==> config.mk <==
export PLATFORM = sky130hd
export DESIGN_NAME = mi_scoreboard
export DESIGN_NICKNAME = d
export VERILOG_FILES = /design/src/rtl/mi_scoreboard.sv
export SDC_FILE = /design/constraint.sdc
export NUM_CORES = 1
export LEC_CHECK = 0
export BUFFER_PORTS_ARGS = -buffer_cell sky130_fd_sc_hd__buf_4
export CAP_MARGIN = 20
export CORE_MARGIN = 8
export CORE_UTILIZATION = 50
export CTS_CLUSTER_DIAMETER = 80
export DETAILED_ROUTE_END_ITERATION = 7
export HOLD_SLACK_MARGIN = 0.08
export PLACE_DENSITY = 0.67
export SYNTH_ARGS = -nofsm -noshare
export SYNTH_HDL_FRONTEND = slang
export SYNTH_SLANG_ARGS = --single-unit
==> constraint.sdc <==
create_clock -name clk -period 8.75 [get_ports clk]
set_input_delay 1.75 -clock clk [delete_from_list [all_inputs] [get_ports clk]]
set_output_delay 1.75 -clock clk [all_outputs]
set_load 0.05 [all_outputs]
==> src/rtl/mi_scoreboard.sv <==
module mi_scoreboard #(
  parameter int N      = 2,
  parameter int NSRC   = 2,
  parameter int NWB    = 2,
  parameter int NREG   = 32,
  parameter bit BYPASS = 1'b1
) (
  input  logic                        clk,
  input  logic                        rst_n,
  input  logic [N-1:0]                disp_valid,
  input  logic [N*NSRC*$clog2(NREG)-1:0] disp_src,
  input  logic [N*$clog2(NREG)-1:0]   disp_dst,
  input  logic [N-1:0]                disp_dwe,
  input  logic [NWB-1:0]              wb_valid,
  input  logic [NWB*$clog2(NREG)-1:0] wb_reg,
  output logic [N-1:0]                stall
);
  localparam int RW = $clog2(NREG);
  localparam int CW = $clog2(N + NWB + 4) + 1;

  logic [1:0]      cnt [NREG];
  logic [CW-1:0]   inc [NREG];
  logic [CW-1:0]   dec [NREG];
  logic [NREG-1:0] busy;
  logic [N-1:0]    hazard;
  logic [N-1:0]    issue;

  always_comb begin
    for (int r = 0; r < NREG; r++) begin
      dec[r] = '0;
      for (int p = 0; p < NWB; p++)
        if (wb_valid[p] && wb_reg[p*RW +: RW] == RW'(r))
          dec[r] = dec[r] + CW'(1);
      if (r == 0)
        busy[r] = 1'b0;
      else if (BYPASS)
        busy[r] = CW'(cnt[r]) > dec[r];
      else
        busy[r] = cnt[r] != 2'd0;
    end
  end

  always_comb begin
    logic          hit;
    logic [RW-1:0] a;
    for (int k = 0; k < N; k++) begin
      hit = 1'b0;
      for (int s = 0; s < NSRC; s++) begin
        a = disp_src[(k*NSRC+s)*RW +: RW];
        if (a != '0) begin
          if (busy[a]) hit = 1'b1;
          for (int j = 0; j < k; j++)
            if (disp_valid[j] && disp_dwe[j] && disp_dst[j*RW +: RW] == a)
              hit = 1'b1;
        end
      end
      hazard[k] = disp_valid[k] && hit;
    end
  end

  always_comb begin
    logic blk;
    blk = 1'b0;
    for (int k = 0; k < N; k++) begin
      blk      = blk | hazard[k];
      stall[k] = blk;
    end
  end

  assign issue = disp_valid & ~stall;

  always_comb begin
    for (int r = 0; r < NREG; r++) begin
      inc[r] = '0;
      for (int k = 0; k < N; k++)
        if (issue[k] && disp_dwe[k] && disp_dst[k*RW +: RW] == RW'(r))
          inc[r] = inc[r] + CW'(1);
    end
  end

  function automatic logic [1:0] step(input logic [1:0] c,
                                      input logic [CW-1:0] up,
                                      input logic [CW-1:0] dn);
    logic [CW-1:0] t;
    t = CW'(c) + up;
    if (t <= dn)            return 2'd0;
    else if (t - dn > CW'(3)) return 2'd3;
    else                    return 2'(t - dn);
  endfunction

  always_ff @(posedge clk) begin
    for (int r = 0; r < NREG; r++) begin
      if (!rst_n || r == 0) cnt[r] <= 2'd0;
      else                  cnt[r] <= step(cnt[r], inc[r], dec[r]);
    end
  end
endmodule

After elaboration in Yosys (flattened, before gate mapping)
Memories as Yosys holds them, arrays and structs flattened.
Cells that the tools add are included.
{"block": "totals", "reg_bits": 0, "mem_bits_rw": 64, "in_bits": 48, "output_inout_bits": 2, "elab_cells": 785, "mem_count": 1}
{"block": "classes", "add_sub_neg": 124, "order_cmp": 97, "eq_ne": 126, "n_mux": 268, "bitwise_logic": 34, "n_reduce_logical": 135}
{"memory": "cnt", "depth": 32, "word_bits": 2, "read_ports": 31, "rd_clocked_by_memory_dff": 0, "wr": 32, "line_no": "21", "rtl": "logic [1:0] cnt [NREG];"}
{"op": "5-bit == test, second input constant", "n": 64}
{"op": "4-bit by 1-bit adder with 4-bit output, second input constant", "n": 62}
{"op": "2-bit 2-to-1 mux", "n": 124}
{"op": "4-bit 2-to-1 mux", "n": 62}
{"op": "5-bit by 4-bit == test with 1-bit output, second input constant", "n": 32}
{"op": "1-bit logical AND", "n": 131}
{"op": "2-bit by 4-bit adder with 4-bit output", "n": 31}
{"op": "2-bit by 4-bit greater-than comparator with 1-bit output", "n": 31}
{"op": "4-bit by 2-bit greater-than comparator with 1-bit output, second input constant", "n": 31}
{"op": "4-bit less-or-equal comparator", "n": 31}
{"op": "4-bit subtractor", "n": 31}
{"op": "5-bit by 3-bit == test with 1-bit output, second input constant", "n": 16}
{"op": "1-bit 2-to-1 mux", "n": 78}
{"op": "5-bit by 2-bit == test with 1-bit output, second input constant", "n": 8}
{"op": "1-bit bitwise OR", "n": 32}
{"op": "5-bit by 6-bit less-than comparator with 1-bit output, second input constant", "n": 4}
{"op": "1-bit binary-select mux with 5-bit select", "n": 4}
{"op": "5-bit by 1-bit == test with 1-bit output, second input constant", "n": 4}
{"op": "5-bit nonzero test", "n": 4}
{"op": "5-bit == test", "n": 2}
{"op": "2-bit bitwise AND", "n": 1}
{"op": "2-bit NOT", "n": 1}

Depth between registers and ports, before layout
Gate-level depths: netlist of the first run.
{"block": "logic_depth", "word_depth": 30, "depth_mapped": 27, "mapped_depth_nobuf": 25}

Worst setup path before layout of the first run
Ideal clock, no wire load.
{"block": "synth_timing", "path_kind": "input port to flip-flop", "start": "input port wb_reg[6]", "end": "memory cnt[5][1] (netlist: cnt[0][11])", "setup_ns": 0.091, "t_arrival_ns": 6.891, "required_time_ns": 8.659, "setup_slack_ns": 1.769, "cell_stages": 24, "path_buffers": 3, "path_cell_list": "or2_2 > clkbuf_1 > nor2_1 > ha_1 > inv_1 > ha_1 > nor2b_1 > a2bb2oi_1 > mux4_2 > a2bb2oi_2 > o311ai_1 > a2111oi_4 > nor2b_2 > buf_6 > buf_6 > nor4_1 > ha_1 > ha_1 > fa_1 > inv_1 > fa_1 > ha_1 > o311a_1 > a311oi_1"}
{"element": "start, declared", "line_no": "15", "rtl": "input logic [NWB*$clog2(NREG)-1:0] wb_reg,"}
{"element": "end, declared", "line_no": "21"}

==> reports/metrics.yaml, run 1 <==
outcome:
  outcome: "finished, final reports clean"
flow_run:
  max_cap_viol_count: 0
drt:
  avgRoutedWirePerCell_um: 18.4
  vias: 9342
  vias_per_cell: 5.85
  routed_wl_um: 29300
  drc: 0
  drtIter0Drc: 694
  antenna_left: 0
  dr.pass1.iters: 7
synth:
  synth.avg_cell_area_sq_um: 8.29
  syn-num-nets: 1622
  synth.area.top_cells: "ha_1 (30%), dfxtp_1 (12%), fa_1 (12%), inv_1 (8.1%), nor2_1 (3.8%)"
  synth_area_sq_um: 10500
  async_flop_share_pct: 0
  synth_edf_count: 0
  syn-instance-count: 1264
  synth_top_flop_cell: "dfxtp_1"
  synth.distinct_cells: 58
  synth-seq-cells: 62
  yosys.area.top_type: "ha_1"
  synth_top_area_share_pct: 29.6
  ys_warn_count: 0
  yosysSeqAreaShare_pct: 11.8
timing:
  hold_ws_ns: 0.816
  fin_skew_ns: 0.00799
  rsz0062_at_grt: "no"
  finalCritPeriodShare_pct: 89.2
  setup_violations: 0
  worstMarginPinSlew_ns: 0.857
  relSlewSlack_pct: 42.3
  hold_viol_final: 0
  period_needed_ns: 7.80
  max_freq_mhz: 128
  maxSlewViolCount: 0
  setup_slack_ns: 0.945
  tns_ns: 0
critical_path:
  start_kind: "primary input"
  critPathMaxStageDelay_ns: 0.59
  r2r-start: "cnt[1][9]"
  arrival_ns: 8.05
  crit_type: "primary input to flip-flop"
  crit_family: "adder cells"
  r2r_slack_ns: 3.09
  critical-path-slowest-cell: "o21ai_0"
  crit_chain: "buf_4 > nor2b_1 > nand2_1 > nor2_1 > ha_1 > inv_1 > ha_1 > nor2b_1 > o21ai_0 > o22ai_1 > o21ai_0 > o221ai_1 > a2111oi_4 > nor2b_2 > nor4_1 > ha_1 > ha_1 > fa_1 > inv_1 > fa_1 > ha_1 > o311a_1 > a311oi_1"
  reg2reg_depth: 17
  cpMostUsedCell: "ha_1"
  worst_r2r_endpoint: "cnt[0][5]"
  required_ns: 9.00
  crit_fanout: 20
  end_kind: "flip-flop"
  cp_num_buf_inv: 3
worst_hold_path:
  min_path_type: "flip-flop to flip-flop"
  min_to: "cnt[0][23]"
  whs_path_depth: 3
  hold_start: "cnt[0][23]"
place:
  dp.cells: 1579
  pre_cts_ws_ns: 0.750
  place_congestion: 1.04
  dpl_cell_area_sq_um: 11200
  post-dp-hpwl_um: 24300
  io_buffer_count: 49
power:
  p_clk_share_pct: 44.7
  power.density_nw_per_um2: 81.3
  p_sw_share_pct: 31.3
  power.switching_mw: 0.295
  p_seq_share_pct: 30.9
  p_comb_share_pct: 24.5
  finalPower_mw: 0.940
  ir_worst_vdd_uv: 86.5
  internal_power_mw: 0.646
  p_leak_nw: 5.54
layout:
  largest_registers: "cnt (62)"
  stdcell_area_sq_um: 11600
  n_fill_cell: 1905
  post-route-util_pct: 55.5
  top_register: "cnt"
  area_growth_syn_to_layout_pct: 10.3
  drive_above_1_share_pct: 8.56
  nNetsFinal: 1673
  largest_register_ffs: 62
  final_cell_count_no_fill: 1596
cts:
  postCtsResizedCells: 0
  postCtsHoldBufs: 0
  cts_tree: "built"
  numCtsBuffers: 9
  clock_latency_ns: 0.35
  clk_pin_slew_ns: 0.06
  postCtsSetupRepairBufs: 0
  h-tree-depth: 3
  cts-root-buf: "clkbuf_16"
  clock_path_buffers: 2
  clock-sinks: 62
die:
  die-area_sq_um: 25900
  coreArea_sq_um: 20800
  dieWidth_um: 161
  die_y_um: 161
  ios: 50
  std_cell_rows: 53
  start_util_pct: 50.3
global_routing:
  grt_pass1_vias: 9251
  antenna_found_initial: 0
  grt-ovfl-total: 0
  grt_use_total_pct: 22.8
  grt_max_degree: 33
  grt_pass1_wl_um: 47100
[worst max-delay path by stage]
stage,start,end,slack [ns],depth (start not counted)
3_5_place_dp,wb_reg[8],cnt[0][5],0.75,25
3_3_place_gp,wb_reg[8],cnt[0][5],0.75,25
4_1_cts,wb_reg[8],cnt[0][5],1.11,25
6_report,wb_reg[9],cnt[0][5],0.95,23
5_1_grt,wb_valid[1],cnt[0][21],0.62,23
2_1_floorplan,wb_reg[6],cnt[0][11],1.77,24
[final cells by class]
class	count	area, sq um	area share (%)
diodes	1	2.50	0.0216
clock buffers	13	270	2.34
clock inverters	3	65.1	0.563
inverters	226	848	7.34
multi-input cells	941	8230	71.2
flip-flops and latches	62	1240	10.7
well taps	275	344	2.98
repair buffers	75	563	4.87
[worst min-delay path: stages (launching register included)]
cell and delay [ns]:
dfxtp_1 0.37, fa_1 0.21, a211o_1 0.12, a31oi_1 0.08
[cell usage in the layout, fill, tap and decap left out, types with 3 or more instances in the layout]
cell type,netlist,layout
nor3b_1,19,19
inv_1,226,226
o32ai_1,3,3
fa_1,62,62
o21ai_1,3,3
clkbuf_8,0,3
nand3b_1,4,4
o22ai_1,16,16
or2_2,7,7
nor4b_1,3,3
o211ai_1,3,3
a211o_1,11,11
and3_2,3,3
nor4_1,50,50
a22oi_1,5,5
nand4_1,5,5
o221ai_1,4,4
nor3_1,11,11
clkbuf_16,0,9
nand2_1,47,47
buf_4,0,75
o21ai_0,71,71
mux2i_1,5,5
a311o_1,11,11
nand3_1,17,17
and3_1,15,15
nor2b_1,40,40
a2bb2oi_1,5,5
a211oi_1,20,20
nand2b_1,38,38
a311oi_1,22,22
dfxtp_1,62,62
a21oi_1,22,22
mux4_2,8,8
nor2_1,107,107
o31ai_1,4,4
a31oi_1,22,22
ha_1,248,248
xnor2_1,7,7
[power groups by stage]
| stage | sequential, mW | clock, mW | combinational, mW |
|---|---|---|---|
| 2_1_floorplan | 0.296 | 0 | 0.145 |
| 3_3_place_gp | 0.297 | 0 | 0.221 |
| 3_5_place_dp | 0.297 | 0 | 0.223 |
| 4_1_cts | 0.290 | 0.429 | 0.224 |
| 5_1_grt | 0.291 | 0.438 | 0.251 |
| 6_report | 0.290 | 0.420 | 0.230 |
[synth_stat cells, types with 3 or more instances]
| library cell | n |
|---|---|
| buf_6 | 4 |
| o32ai_1 | 3 |
| o31ai_1 | 4 |
| o22ai_1 | 16 |
| mux2i_1 | 5 |
| nand4_1 | 5 |
| nor4_1 | 50 |
| xnor2_1 | 7 |
| or2_2 | 7 |
| a22oi_1 | 5 |
| nor2b_1 | 40 |
| nor3_1 | 11 |
| a21oi_1 | 22 |
| inv_1 | 226 |
| a311o_1 | 11 |
| nand3_1 | 17 |
| nor2_1 | 107 |
| o21ai_1 | 3 |
| fa_1 | 62 |
| a311oi_1 | 22 |
| and3_2 | 3 |
| o221ai_1 | 4 |
| nand2_1 | 47 |
| ha_1 | 248 |
| buf_2 | 4 |
| a211o_1 | 11 |
| a2bb2oi_1 | 5 |
| a211oi_1 | 20 |
| o211ai_1 | 3 |
| a31oi_1 | 22 |
| o21ai_0 | 71 |
| mux4_2 | 8 |
| nor3b_1 | 19 |
| and3_1 | 15 |
| nand2b_1 | 38 |
| nand3b_1 | 4 |
| nor4b_1 | 3 |
| clkbuf_1 | 25 |
| dfxtp_1 | 62 |
[metal layers]
metal	vias to the layer above	track usage, %	part of all wire (%)	wire length (um)
li1	4566	-	-	-
met2	394	35.3	43	12700
met3	89	4.40	8.3	2430
met4	0	12.9	5.0	1460
met5	-	0	0	0
met1	4293	29.4	44	12800
[cell families after synthesis]
| family | after synthesis | share of synthesized area (%) |
|---|---|---|
| DFF | 62 | 11.8 |
| xor gates and xnor gates | 9 | 0.752 |
| and+or+nand+nor | 376 | 19.0 |
| buffers and inverters | 261 | 9.68 |
| AOI/OAI and AO/OA | 233 | 15.1 |
| muxes | 13 | 2.20 |
| adders and majority gates | 310 | 41.4 |
No activity file was read; power rests on OpenSTA's default activity.
==> run 2, diff against run 1 <==
Settings changed: PLACE_DENSITY 0.67 to 0.7.
Clock period 8.75 ns to 7 ns, I/O delays scaled along.
==> reports/metrics.yaml, run 2 (synthesized netlist as in run 1, its figures left out) <==
power:
  power.density_nw_per_um2: 98.1
  ir_worst_vdd_uv: 106
  p_leak_nw: 6.18
global_routing:
  grt_max_degree: 24
  grt_pass1_vias: 10000
  grt-ovfl-total: 0
  antenna_found_initial: 0
  grt_pass1_wl_um: 50700
  grt_use_total_pct: 24.2
critical_path:
  r2r-start: "cnt[0][24]"
  end_kind: "flip-flop"
  critical-path-slowest-cell: "fa_1"
  start_kind: "primary input"
  worst_r2r_endpoint: "cnt[0][27]"
  crit_fanout: 10
  critPathMaxStageDelay_ns: 0.49
  r2r_slack_ns: 1.81
  cpMostUsedCell: "buf_4"
  arrival_ns: 6.98
  critical_path.startpoint: "wb_reg[8]"
  crit_type: "primary input to flip-flop"
  reg2reg_depth: 23
  required_ns: 7.25
  crit_end: "cnt[0][29]"
worst_hold_path:
  min_path_type: "flip-flop to flip-flop"
  hold_start: "cnt[1][31]"
timing:
  tns_ns: 0
  maxSlewViolCount: 0
  period_needed_ns: 6.73
  relSlewSlack_pct: 54.5
  hold_viol_final: 0
  fin_skew_ns: 0.0114
  setup_violations: 0
  finalCritPeriodShare_pct: 96.1
  rsz0062_at_grt: "yes"
  max_freq_mhz: 149
  worstMarginPinSlew_ns: 0.677
cts:
  cts-root-buf: "clkbuf_16"
  cts_tree: "built"
  h-tree-depth: 3
  numCtsBuffers: 9
  postCtsHoldBufs: 0
  clock-sinks: 62
  clk_pin_slew_ns: 0.06
  clock_latency_ns: 0.35
  clock_path_buffers: 2
drt:
  dr.pass1.iters: 5
  routed_wl_um: 31300
  drc: 0
  drtIter0Drc: 813
  vias: 9997
  antenna_left: 0
  avgRoutedWirePerCell_um: 18.1
  vias_per_cell: 5.78
layout:
  regArea_sq_um: 1240
  mostFrequentLayoutCells: "ha_1 (248), inv_1 (226), buf_4 (209), nor2_1 (107), o21ai_0 (67)"
  nNetsFinal: 1808
  diodes: 0
  area_growth_syn_to_layout_pct: 21.2
  top_register: "cnt"
  multi_input_comb_area_sq_um: 8320
  n_fill_cell: 1811
  largest_registers: "cnt (62)"
  final_common_cell: "ha_1"
  largest_register_ffs: 62
  drive_above_1_share_pct: 18.2
  post-route-util_pct: 61.0
die:
  dieWidth_um: 161
  std_cell_rows: 53
  ios: 50
  coreArea_sq_um: 20800
  die_y_um: 161
  start_util_pct: 50.3
  die-area_sq_um: 25900
place:
  place_congestion: 1.06
  io_buffer_count: 49
  post-dp-hpwl_um: 26200
outcome:
  outcome: "finished, final reports clean"
flow_run:
  max_cap_viol_count: 0
-- run 2: cell types whose count changed in the layout (fill, tap and decap cells not counted), moves of 3 or more --
cell	previous run	this run
buf_4	75	209
o21ai_1	3	6
nor4_1	50	41
o21ai_0	71	67
nor4_2	0	8
-- run 2: worst min path at each step --
stage                      end  slack, ns  cells past startpoint
floorplan           cnt[1][10]       0.75                      3
global placement    cnt[1][30]       0.80                      3
detailed placement  cnt[1][10]       0.81                      3
CTS                 cnt[1][30]       0.82                      3
global route         cnt[1][2]       0.86                      3
finish              cnt[1][30]       0.82                      3
-- run 2: metal layers --
metal  global-route usage (%)  share of wire [%]  wire [um]
met3                     4.30                7.0       2200
met4                     11.4                4.3       1350
met5                        0                  0          0
met1                     30.1                 43      13400
met2                     40.2                 46      14400
-- run 2: final cells by class --
type,count,area share [%]
inverters,226,6.68
clock buffers,14,2.32
well taps,275,2.71
multi-input cells,941,65.5
repair buffers,210,12.5
flip-flops and latches,62,9.77
clock inverters,2,0.473
-- run 2: repair_timing --
item | in CTS | in global routing
setup buffers | 0 | 1
pin swaps | 1 | 2
setup endpoints to repair | 8 | 58
gates resized for setup | 2 | 19
endpoints found under the hold margin | 0 | 0
-- run 2: where the power goes --
group / internal (mW) / total, mW / switching [mW]
registers: 0.359 / 0.363 / 0.00421
logic: 0.137 / 0.332 / 0.195
clock network: 0.361 / 0.550 / 0.189
-- run 2: critical path, delay by kind of cell --
| family | cells | cell delay, ns |
|---|---|---|
| adder cells (fa/ha/maj) | 7 | 1.98 |
| AO/OA/AOI/OAI | 5 | 1.03 |
| multiplexers | 1 | 0.24 |
| buffers and inverters | 8 | 1.12 |
| AND/OR/NAND/NOR | 7 | 1.18 |
-- run 2: stage by stage --
step           hold WS, ns  area, sq um  cells  setup WS (ns)  total power [mW]
6_report             0.815        12700   1730          0.272              1.25
4_1_cts              0.820        12600   1729         0.0763              1.24
3_3_place_gp         0.799        12200   1713         -0.451             0.681
3_5_place_dp         0.813        12200   1713         -0.547             0.686
5_1_grt              0.864        12700   1730        -0.0561              1.29
2_1_floorplan        0.755        10500   1264          0.369             0.551
